===== src/rtl/apt_pkg.sv =====
// Package: shared widths, constants and helpers for the active priority tracker.
// Assumes 8-bit priorities and 10-bit interrupt IDs.
package apt_pkg;
    localparam int PRIO_W = 8;
    localparam int ID_W   = 10;
    localparam int RUN_W  = PRIO_W + 1;
    localparam int BP_W   = 3;

    localparam logic [RUN_W-1:0] IDLE_PRIO   = 9'h100;
    localparam logic [ID_W-1:0]  SPURIOUS_ID = 10'd1023;

    // Raise a written binary point to the floor if it falls below it.
    function automatic logic [BP_W-1:0] clamp_bp(input logic [BP_W-1:0] v,
                                                 input logic [BP_W-1:0] floor_v);
        return (v < floor_v) ? floor_v : v;
    endfunction
endpackage


===== src/rtl/apt_group_prio.sv =====
// Group priority and preemption level of one interrupt.
// Masks the priority bits below the binary point and turns what remains into a
// level index and its one-hot form. Assumes MIN_BP is at most 6.
module apt_group_prio #(
    parameter int MIN_BP = 3,
    localparam int LVL_W  = 7 - MIN_BP,
    localparam int LEVELS = 1 << LVL_W
) (
    input  logic [7:0]        prio,
    input  logic [2:0]        bp,
    output logic [7:0]        gprio,
    output logic [LVL_W-1:0]  level,
    output logic [LEVELS-1:0] level_onehot
);
    logic [15:0] mask_wide;

    // Build the mask from the binary point, then derive the level.
    always_comb begin
        mask_wide    = 16'hFFFF << ({1'b0, bp} + 4'd1);
        gprio        = prio & mask_wide[7:0];
        level        = gprio[7:MIN_BP+1];
        level_onehot = LEVELS'(1) << level;
    end
endmodule


===== src/rtl/apt_lowest_set.sv =====
// Finds the lowest set bit of a vector and reports its index.
// Assumes W is a power of two with IDX_W = log2(W).
module apt_lowest_set #(
    parameter int W     = 16,
    parameter int IDX_W = 4
) (
    input  logic [W-1:0]     vec,
    output logic             found,
    output logic [IDX_W-1:0] idx
);
    // Scan from the top so the last hit is the lowest set bit.
    always_comb begin
        idx = '0;
        for (int i = W - 1; i >= 0; i--) begin
            if (vec[i]) idx = IDX_W'(i);
        end
        found = |vec;
    end
endmodule


===== src/rtl/apt_cpu_tracker.sv =====
// Per-processor active priority state.
// Holds a secure and a non-secure bitmap of active preemption levels, the
// running priority and two binary points. Applies end of interrupt before
// acknowledge within one cycle. Assumes the two strobes nest correctly.
module apt_cpu_tracker
    import apt_pkg::*;
#(
    parameter int NUM_SRC = 96,
    parameter int MIN_BP  = 3,
    localparam int LVL_W  = 7 - MIN_BP,
    localparam int LEVELS = 1 << LVL_W,
    localparam logic [ID_W:0] SRC_LIMIT = (ID_W + 1)'(NUM_SRC),
    localparam logic [BP_W-1:0] BP_FLOOR = BP_W'(MIN_BP)
) (
    input  logic             clk,
    input  logic             rst_n,
    input  logic             ack_valid,
    input  logic [7:0]       ack_prio,
    input  logic             ack_group,
    input  logic [ID_W-1:0]  ack_id,
    output logic             ack_grant,
    output logic [ID_W-1:0]  ack_resp_id,
    input  logic             eoi_valid,
    input  logic [ID_W-1:0]  eoi_id,
    input  logic             eoi_group,
    input  logic             bp_wr_en,
    input  logic             bp_wr_sel,
    input  logic [BP_W-1:0]  bp_wr_data,
    output logic [BP_W-1:0]  bp_s,
    output logic [BP_W-1:0]  bp_ns,
    output logic [RUN_W-1:0] running_prio
);
    logic [LEVELS-1:0] map_s, map_ns;
    logic [RUN_W-1:0]  run_q;
    logic [BP_W-1:0]   bp_s_q, bp_ns_q;

    logic              eoi_take, eoi_found, eoi_fire;
    logic [LEVELS-1:0] eoi_map, eoi_bit;
    logic [LVL_W-1:0]  eoi_idx;
    logic [LEVELS-1:0] mid_s, mid_ns;
    logic              rest_found;
    logic [LVL_W-1:0]  rest_idx;
    logic [RUN_W-1:0]  mid_run;
    logic [BP_W-1:0]   bp_use;
    logic [7:0]        gprio;
    logic [LVL_W-1:0]  ack_level;
    logic [LEVELS-1:0] ack_onehot;
    logic [LEVELS-1:0] nxt_s, nxt_ns;
    logic [RUN_W-1:0]  nxt_run;

    // Decide whether the end of interrupt counts and pick its group's bitmap.
    always_comb begin
        eoi_take = eoi_valid && ({1'b0, eoi_id} < SRC_LIMIT) && (run_q != IDLE_PRIO);
        eoi_map  = eoi_group ? map_ns : map_s;
    end

    apt_lowest_set #(.W(LEVELS), .IDX_W(LVL_W)) u_eoi_pick (
        .vec   (eoi_map),
        .found (eoi_found),
        .idx   (eoi_idx)
    );

    // Clear the most urgent active level of the completing group.
    always_comb begin
        eoi_fire = eoi_take && eoi_found;
        eoi_bit  = LEVELS'(1) << eoi_idx;
        mid_s    = map_s  & ~((eoi_fire && !eoi_group) ? eoi_bit : '0);
        mid_ns   = map_ns & ~((eoi_fire &&  eoi_group) ? eoi_bit : '0);
    end

    apt_lowest_set #(.W(LEVELS), .IDX_W(LVL_W)) u_run_pick (
        .vec   (mid_s | mid_ns),
        .found (rest_found),
        .idx   (rest_idx)
    );

    // Running priority once the end of interrupt has been applied.
    always_comb begin
        if (!eoi_fire)       mid_run = run_q;
        else if (rest_found) mid_run = {1'b0, rest_idx, {(MIN_BP + 1){1'b0}}};
        else                 mid_run = IDLE_PRIO;
    end

    // Group priority of the offered interrupt under its group's binary point.
    always_comb bp_use = ack_group ? bp_ns_q : bp_s_q;

    apt_group_prio #(.MIN_BP(MIN_BP)) u_gprio (
        .prio         (ack_prio),
        .bp           (bp_use),
        .gprio        (gprio),
        .level        (ack_level),
        .level_onehot (ack_onehot)
    );

    // Grant on strict preemption, then mark the level and raise the running priority.
    always_comb begin
        ack_grant   = ack_valid && ({1'b0, ack_prio} < mid_run);
        ack_resp_id = ack_grant ? ack_id : SPURIOUS_ID;
        nxt_s       = mid_s  | ((ack_grant && !ack_group) ? ack_onehot : '0);
        nxt_ns      = mid_ns | ((ack_grant &&  ack_group) ? ack_onehot : '0);
        nxt_run     = ack_grant ? {1'b0, gprio} : mid_run;
    end

    // Active state registers.
    always_ff @(posedge clk) begin
        if (!rst_n) begin
            map_s  <= '0;
            map_ns <= '0;
            run_q  <= IDLE_PRIO;
        end else begin
            map_s  <= nxt_s;
            map_ns <= nxt_ns;
            run_q  <= nxt_run;
        end
    end

    // Binary point registers with floor clamp.
    always_ff @(posedge clk) begin
        if (!rst_n) begin
            bp_s_q  <= BP_FLOOR;
            bp_ns_q <= BP_FLOOR;
        end else if (bp_wr_en) begin
            if (bp_wr_sel) bp_ns_q <= clamp_bp(bp_wr_data, BP_FLOOR);
            else           bp_s_q  <= clamp_bp(bp_wr_data, BP_FLOOR);
        end
    end

    assign bp_s         = bp_s_q;
    assign bp_ns        = bp_ns_q;
    assign running_prio = run_q;

    AST_IDLE_MEANS_EMPTY: assert property (@(posedge clk) disable iff (!rst_n)
        ((map_s == '0) && (map_ns == '0)) == (run_q == IDLE_PRIO));
    AST_GRANT_LOWERS_RUN: assert property (@(posedge clk) disable iff (!rst_n)
        (ack_grant && !eoi_valid) |=> (run_q < $past(run_q)));
    AST_REFUSE_KEEPS_STATE: assert property (@(posedge clk) disable iff (!rst_n)
        (ack_valid && !ack_grant && !eoi_valid) |=>
            ($stable(run_q) && $stable(map_s) && $stable(map_ns)));
    AST_BP_FLOOR: assert property (@(posedge clk) disable iff (!rst_n)
        (bp_s_q >= BP_FLOOR) && (bp_ns_q >= BP_FLOOR));
    AST_EOI_BAD_ID: assert property (@(posedge clk) disable iff (!rst_n)
        (eoi_valid && ({1'b0, eoi_id} >= SRC_LIMIT) && !ack_valid) |=> $stable(run_q));
    AST_EOI_NO_GROWTH: assert property (@(posedge clk) disable iff (!rst_n)
        (eoi_valid && !ack_valid) |=>
            (($countones(map_s) + $countones(map_ns)) <=
             $past($countones(map_s) + $countones(map_ns))));
endmodule


===== src/rtl/active_prio_tracker.sv =====
// Top: one active priority tracker per processor, sharing no state.
// Assumes every processor's strobes are synchronous to clk.
module active_prio_tracker
    import apt_pkg::*;
#(
    parameter int NUM_CPU = 2,
    parameter int NUM_SRC = 96,
    parameter int MIN_BP  = 3
) (
    input  logic                            clk,
    input  logic                            rst_n,
    input  logic [NUM_CPU-1:0]              ack_valid,
    input  logic [NUM_CPU-1:0][7:0]         ack_prio,
    input  logic [NUM_CPU-1:0]              ack_group,
    input  logic [NUM_CPU-1:0][ID_W-1:0]    ack_id,
    output logic [NUM_CPU-1:0]              ack_grant,
    output logic [NUM_CPU-1:0][ID_W-1:0]    ack_resp_id,
    input  logic [NUM_CPU-1:0]              eoi_valid,
    input  logic [NUM_CPU-1:0][ID_W-1:0]    eoi_id,
    input  logic [NUM_CPU-1:0]              eoi_group,
    input  logic [NUM_CPU-1:0]              bp_wr_en,
    input  logic [NUM_CPU-1:0]              bp_wr_sel,
    input  logic [NUM_CPU-1:0][BP_W-1:0]    bp_wr_data,
    output logic [NUM_CPU-1:0][BP_W-1:0]    bp_s,
    output logic [NUM_CPU-1:0][BP_W-1:0]    bp_ns,
    output logic [NUM_CPU-1:0][RUN_W-1:0]   running_prio
);
    for (genvar c = 0; c < NUM_CPU; c++) begin : g_cpu
        apt_cpu_tracker #(.NUM_SRC(NUM_SRC), .MIN_BP(MIN_BP)) u_trk (
            .clk          (clk),
            .rst_n        (rst_n),
            .ack_valid    (ack_valid[c]),
            .ack_prio     (ack_prio[c]),
            .ack_group    (ack_group[c]),
            .ack_id       (ack_id[c]),
            .ack_grant    (ack_grant[c]),
            .ack_resp_id  (ack_resp_id[c]),
            .eoi_valid    (eoi_valid[c]),
            .eoi_id       (eoi_id[c]),
            .eoi_group    (eoi_group[c]),
            .bp_wr_en     (bp_wr_en[c]),
            .bp_wr_sel    (bp_wr_sel[c]),
            .bp_wr_data   (bp_wr_data[c]),
            .bp_s         (bp_s[c]),
            .bp_ns        (bp_ns[c]),
            .running_prio (running_prio[c])
        );
    end
endmodule


===== config.mk =====
export PLATFORM = sky130hd
export DESIGN_NAME = active_prio_tracker
export DESIGN_NICKNAME = d
export VERILOG_FILES = /design/src/rtl/apt_pkg.sv /design/src/rtl/apt_group_prio.sv /design/src/rtl/apt_lowest_set.sv /design/src/rtl/apt_cpu_tracker.sv /design/src/rtl/active_prio_tracker.sv
export SDC_FILE = /design/constraint.sdc
export NUM_CORES = 1
export LEC_CHECK = 0
export BUFFER_PORTS_ARGS = -buffer_cell sky130_fd_sc_hd__buf_2
export CAP_MARGIN = 10
export CELL_PAD_IN_SITES_DETAIL_PLACEMENT = 1
export CELL_PAD_IN_SITES_GLOBAL_PLACEMENT = 1
export CORE_AREA = 2 2 137 139
export DETAILED_ROUTE_END_ITERATION = 8
export DIE_AREA = 0 0 139 141
export GPL_TIMING_DRIVEN = 0
export PLACE_DENSITY = 0.88
export SYNTH_ARGS = -nofsm -noshare
export SYNTH_HDL_FRONTEND = slang
export SYNTH_SLANG_ARGS = --single-unit

===== constraint.sdc =====
create_clock -name clk -period 13.02 [get_ports clk]
set_clock_uncertainty 0.15 [all_clocks]
set_input_delay 1.302 -clock clk [delete_from_list [all_inputs] [get_ports clk]]
set_output_delay 1.302 -clock clk [all_outputs]
set_load 0.01 [all_outputs]

* Word-level counts from Yosys, hierarchy flattened
Cells that the tools add are included.
Operators by class: mux-type cells 86, equality and inequality tests 2, order comparisons 6, divide/modulo/power cells 0, bitwise gates (word level) 18, add/subtract/negate cells 2, reduce and logical (&&, ||, !) cells 28, shift-type cells 6, multipliers 0
Operators with widths (number):
- $mux 4 | 64
- $mux 16 | 10
- $or 16x16->16 | 6
- $and 16x16->16 | 4
- $not 16->16 | 4
- $reduce_or 16->1 | 4
- $shl 1x4->16 const A | 4
- $mux 9 | 6
- $shl 16x4->8 const A | 2
- $lt 10x7->1 const B | 2
- $mux 10 | 2
- $lt 8x9->1 | 2
- $ne 9x9->1 const B | 2
- $and 8x8->8 | 2
- $logic_and 1x1->1 | 16
- $mux 3 | 4
- $add 3x1->4 const B | 2
- $reduce_and 2->1 | 4
- $lt 3x2->1 const B | 2
- $logic_not 1->1 | 4
- $not 1->1 | 2
Word-level totals: word-level logic and storage cells 158, memory bits (read-only) 0, bits in writable memories 0, bits in latches 0, memories 0, bits in registers 94, bits of input ports 76

* Logic depth before layout (Yosys ltp)
depth in word-level cells 45, mapped depth 22, mapped depth without buffers 20

* Cells and area by module
A second synthesis with hierarchy kept.
Unflattened totals: cell total of the unflattened synthesis 801, area total of the unflattened synthesis 6757.7 um2
Modules (own cells, without submodules):
- apt_cpu_tracker (g_cpu[1].u_trk) | cells an instance 283, area each 2751.4 um2, seq. area each 940.9 um2, times used 1
- apt_cpu_tracker (g_cpu[0].u_trk) | cells an instance 274, area each 2630.0 um2, seq. area each 940.9 um2, times used 1
- apt_lowest_set | cells an instance 34, area each 176.4 um2, seq. area each 0.0 um2, times used 4
- apt_group_prio | cells an instance 54, area each 335.3 um2, seq. area each 0.0 um2, times used 2

* Least setup slack after synthesis
Ideal clock, no wire load.
path type input-to-output, start point in eoi_group[0], end point out ack_grant[0], buffers on the path 2, path slack 5.977 ns, cell stages on the path 20, data arrival time 5.591 ns, path through or3_1 -> a211oi_2 -> o211ai_1 -> a211o_1 -> o31ai_2 -> o211ai_1 -> or4b_4 -> or2_2 -> a22oi_1 -> or2_2 -> ha_1 -> o21ai_0 -> nand2b_1 -> a21oi_1 -> nor2_1 -> o21ai_0 -> o21ai_0 -> o31ai_4 -> buf_2 -> buf_4
On the way: cells in the longest elaborated chain, start to end 42, elaborated cells on any way between the ends 51, those cells by class order compare: 1; shift: 1; mux: 37; bitwise: 5; reduce/logical: 7
RTL lines:
- start, declared | line active_prio_tracker.sv:20 | input logic [NUM_CPU-1:0] eoi_group,
- $mux 16 | line apt_cpu_tracker.sv:54 | eoi_map = eoi_group ? map_ns : map_s;
- $mux 4 (16 in series) | line apt_lowest_set.sv:15 | if (vec[i]) idx = IDX_W'(i);
- $shl 1x4->16 | line apt_cpu_tracker.sv:66 | eoi_bit = LEVELS'(1) << eoi_idx;
- $mux 16, on equally long branches | line apt_cpu_tracker.sv:67, apt_cpu_tracker.sv:68
- $not 16->16, on equally long branches | line apt_cpu_tracker.sv:67, apt_cpu_tracker.sv:68
- $and 16x16->16, on equally long branches | line apt_cpu_tracker.sv:67, apt_cpu_tracker.sv:68
- $or 16x16->16 | line apt_cpu_tracker.sv:72 | .vec (mid_s | mid_ns),
- $mux 4 (16 in series) | line apt_lowest_set.sv:15
- $mux 9 | line apt_cpu_tracker.sv:80 | else if (rest_found) mid_run = {1'b0, rest_idx, {(MIN_BP + 1){1'b0}}};
- $mux 9 (*) | line apt_cpu_tracker.sv:79 | if (!eoi_fire) mid_run = run_q;
- $lt 8x9->1 (*) | line apt_cpu_tracker.sv:97 | ack_grant = ack_valid && ({1'b0, ack_prio} < mid_run);
- $logic_and 1x1->1 (*) | line apt_cpu_tracker.sv:97
- end, declared | line active_prio_tracker.sv:16 | output logic [NUM_CPU-1:0] ack_grant,
Every way passes the cells marked *; elsewhere a longest branch is shown, timed or not.

* Worst setup path in the final report
Same ends and word-level chain as after synthesis.

==> qor.csv <==
metric;value;unit
seq_area;1880;um^2
syn_nets;1028;
drive_gt1_frac;0.188;
grt_pass1_vias;8552;
place_hpwl;23300;um
crit_arrival;7.28;ns
coreArea;18300;um^2
route.detailed.drc;0;
criticalPathCategory;in2out;
p_total;816;uW
place_area;8020;um^2
final_area;8320;um^2
final_util;0.456;
slowest_stage;nor4_1;
dpl_worst_slack;4.49;ns
postCtsSetupRepairBufs;0;
grt_pass1_wl;46500;um
synth_flop_cell;dfxtp_1;
antenna_found_initial;0;
powerDensity;98.1;nW/um^2
numCtsBuffers;9;
setup_viol;0;
min-delay-path-class;reg2reg;
dr_total_vias;8531;
cts.sinks;94;
hold_violations;0;
synth_cells;932;
fmax;115;MHz
cts_tree;done;
cts_resized;0;
finalNetCount;1154;
drv_slew;0;
firstDrtPassIters;6;
cts_hold_buf;0;
fin_crit_sh;0.670;
ant_nets;0;
post-place-cells;1281;
rsz0062_at_grt;no;
ir_drop;0.0555;mV
cts.path.max_buffers;2;
ys_warn_count;0;
crit_path_start_kind;input pin;
async_flop_share;0;
yosysMostFrequentCell;dfxtp_1;
die_w;139;um
syn_to_final_growth;16.3;%
worst_slew_pin_slew;1.23;ns
track_usage;0.294;
portBuffers;115;
synth_area_leaders;dfxtp_1, nor2_1, o21ai_0;
yosys-top-cells-count;dfxtp_1, nor2_1, nand2_1, o21ai_0, a21oi_1;
die_h;141;um
fin_tns_setup;0;ns
cts_max_level;3;
ys_seq_elements;94;
worstPathRequired;11.57;ns
grt_max_degree;20;
antenna_cells;0;
outcome;finished, final reports clean;
synth_top_area_frac;0.263;
start_util;0.392;
fillCellCount;2345;
cpPeakStageDelay;0.85;ns
postRouteWirelength;29700;um
cts-root-buf;clkbuf_16;
die_area;19600;um^2
syn_avg_cell_area;7.68;um^2
multiInputGateArea;4980;um^2
crit_path_cell_trace;buf_2 > buf_4 > nor3b_1 > o22ai_1 > nor4_1 > a211oi_1 > a31oi_1 > a2111oi_0 > nand4b_1 > or2_2 > nand4_1 > a21boi_0 > ha_1 > or4_1 > a2111oi_0 > o21ai_0 > o31ai_4 > buf_2 > buf_4 > buf_2;
drv_cap;0;
layout_setup_ws;4.29;ns
yosys.area.top_type;dfxtp_1;
post-route-min-period;8.73;ns
fin_cells;1297;
via_per_inst;6.58;
place.gp.congestion;1.00;
leakagePower;3.06;nW
synth_area;7160;um^2
worstSkewPairLatency;0.36;ns
synth_cell_type_count;91;
relSlewSlack;0.173;
drtIter0Drc;830;
end_kind;output port;
hold_slack;0.340;ns
grt_overflow_total;0;
ios;128;
row_count;50;
ys_seq_area_frac;0.263;
clk_pin_slew;0.07;ns
cp_max_fo;10;
wl_per_cell;22.9;um
path_common_cell;buf_2;
synth_edf_count;0;
state kept, by name (all words and copies together) (netlist names):
| name | count |
|---|---|
| g_cpu.u_trk.map_ns | 32 |
| g_cpu.u_trk.map_s | 32 |
| g_cpu.u_trk.bp_ns | 6 |
| g_cpu.u_trk.running_prio | 18 |
| g_cpu.u_trk.bp_s | 6 |
critical path, delay by kind of cell:
kind	cells	cell delay [ns]
adder cells (fa/ha/maj)	1	0.21
AO/OA/AOI/OAI	8	2.45
AND/OR/NAND/NOR	6	2.42
buffers and inverters	5	0.89
placed cells by master (no fill, tap or decap), types with 6 or more instances in the layout:
master / count
mux2i_1: 8
o22a_1: 6
nand2_1: 67
clkbuf_1: 24
dfxtp_1: 94
a31oi_1: 8
nor2_1: 76
or4_1: 6
nor3b_2: 10
o21ai_1: 16
a21oi_1: 50
a211oi_1: 11
nor4_1: 7
nand4_1: 22
a21boi_0: 6
o22ai_1: 27
o21a_1: 13
buf_2: 125
and2_1: 13
o32ai_1: 7
o31ai_1: 8
o211ai_1: 31
nor3_1: 45
nand3_1: 42
or3_1: 25
a22oi_1: 8
o21ai_0: 51
nor3b_1: 11
clkbuf_16: 9
ha_1: 20
inv_1: 23
nor2b_1: 15
or2_2: 14
nand2b_1: 36
layer usage:
layer	track usage	up-vias	wire [um]
li1	-	3846	-
met3	0.0384	85	2180
met5	0	-	0
met4	0.121	0	1110
met1	0.379	4158	12300
met2	0.500	442	14100
power by group:
part           leakage (nW)  internal (mW)  switching, mW
clock network         0.147          0.136          0.137
logic                  2.15         0.0839          0.149
registers             0.763          0.297         0.0131
logic make-up (layout without fill, tap and decap cells):
| logic type | after synthesis | count (layout) | share of synthesized area |
|---|---|---|---|
| adder cells (fa/ha/maj) | 20 | 20 | 0.0350 |
| XOR/XNOR | 2 | 2 | 0.00245 |
| multiplexers | 8 | 8 | 0.0112 |
| buffers and inverters | 68 | 199 | 0.0411 |
| AND/OR/NAND/NOR | 423 | 423 | 0.334 |
| flip-flops | 94 | 94 | 0.263 |
| AO/OA/AOI/OAI | 317 | 317 | 0.313 |
final timing paths:
kind | start | endpoint | slack [ns] | depth (start not counted)
max | eoi_group[0] | ack_grant[0] | 4.29 | 20
min | g_cpu[0].u_trk.bp_ns[2] | g_cpu[0].u_trk.bp_ns[2] | 0.34 | 2
min reg2reg | g_cpu[0].u_trk.bp_ns[2] | g_cpu[0].u_trk.bp_ns[2] | 0.34 | 2
max reg2reg | g_cpu[0].u_trk.map_ns[8] | g_cpu[0].u_trk.map_s[12] | 6.50 | 18
cell type report:
| type | count | share of cell area |
|---|---|---|
| multi-input combinational | 770 | 0.598 |
| sequential | 94 | 0.226 |
| timing repair buffer | 115 | 0.0692 |
| tap | 234 | 0.0352 |
| clock buffer | 9 | 0.0271 |
| buffer | 41 | 0.0232 |
| inverter | 27 | 0.0122 |
| clock inverter | 7 | 0.00887 |
Note: power is estimated with default switching activity, not from simulation.
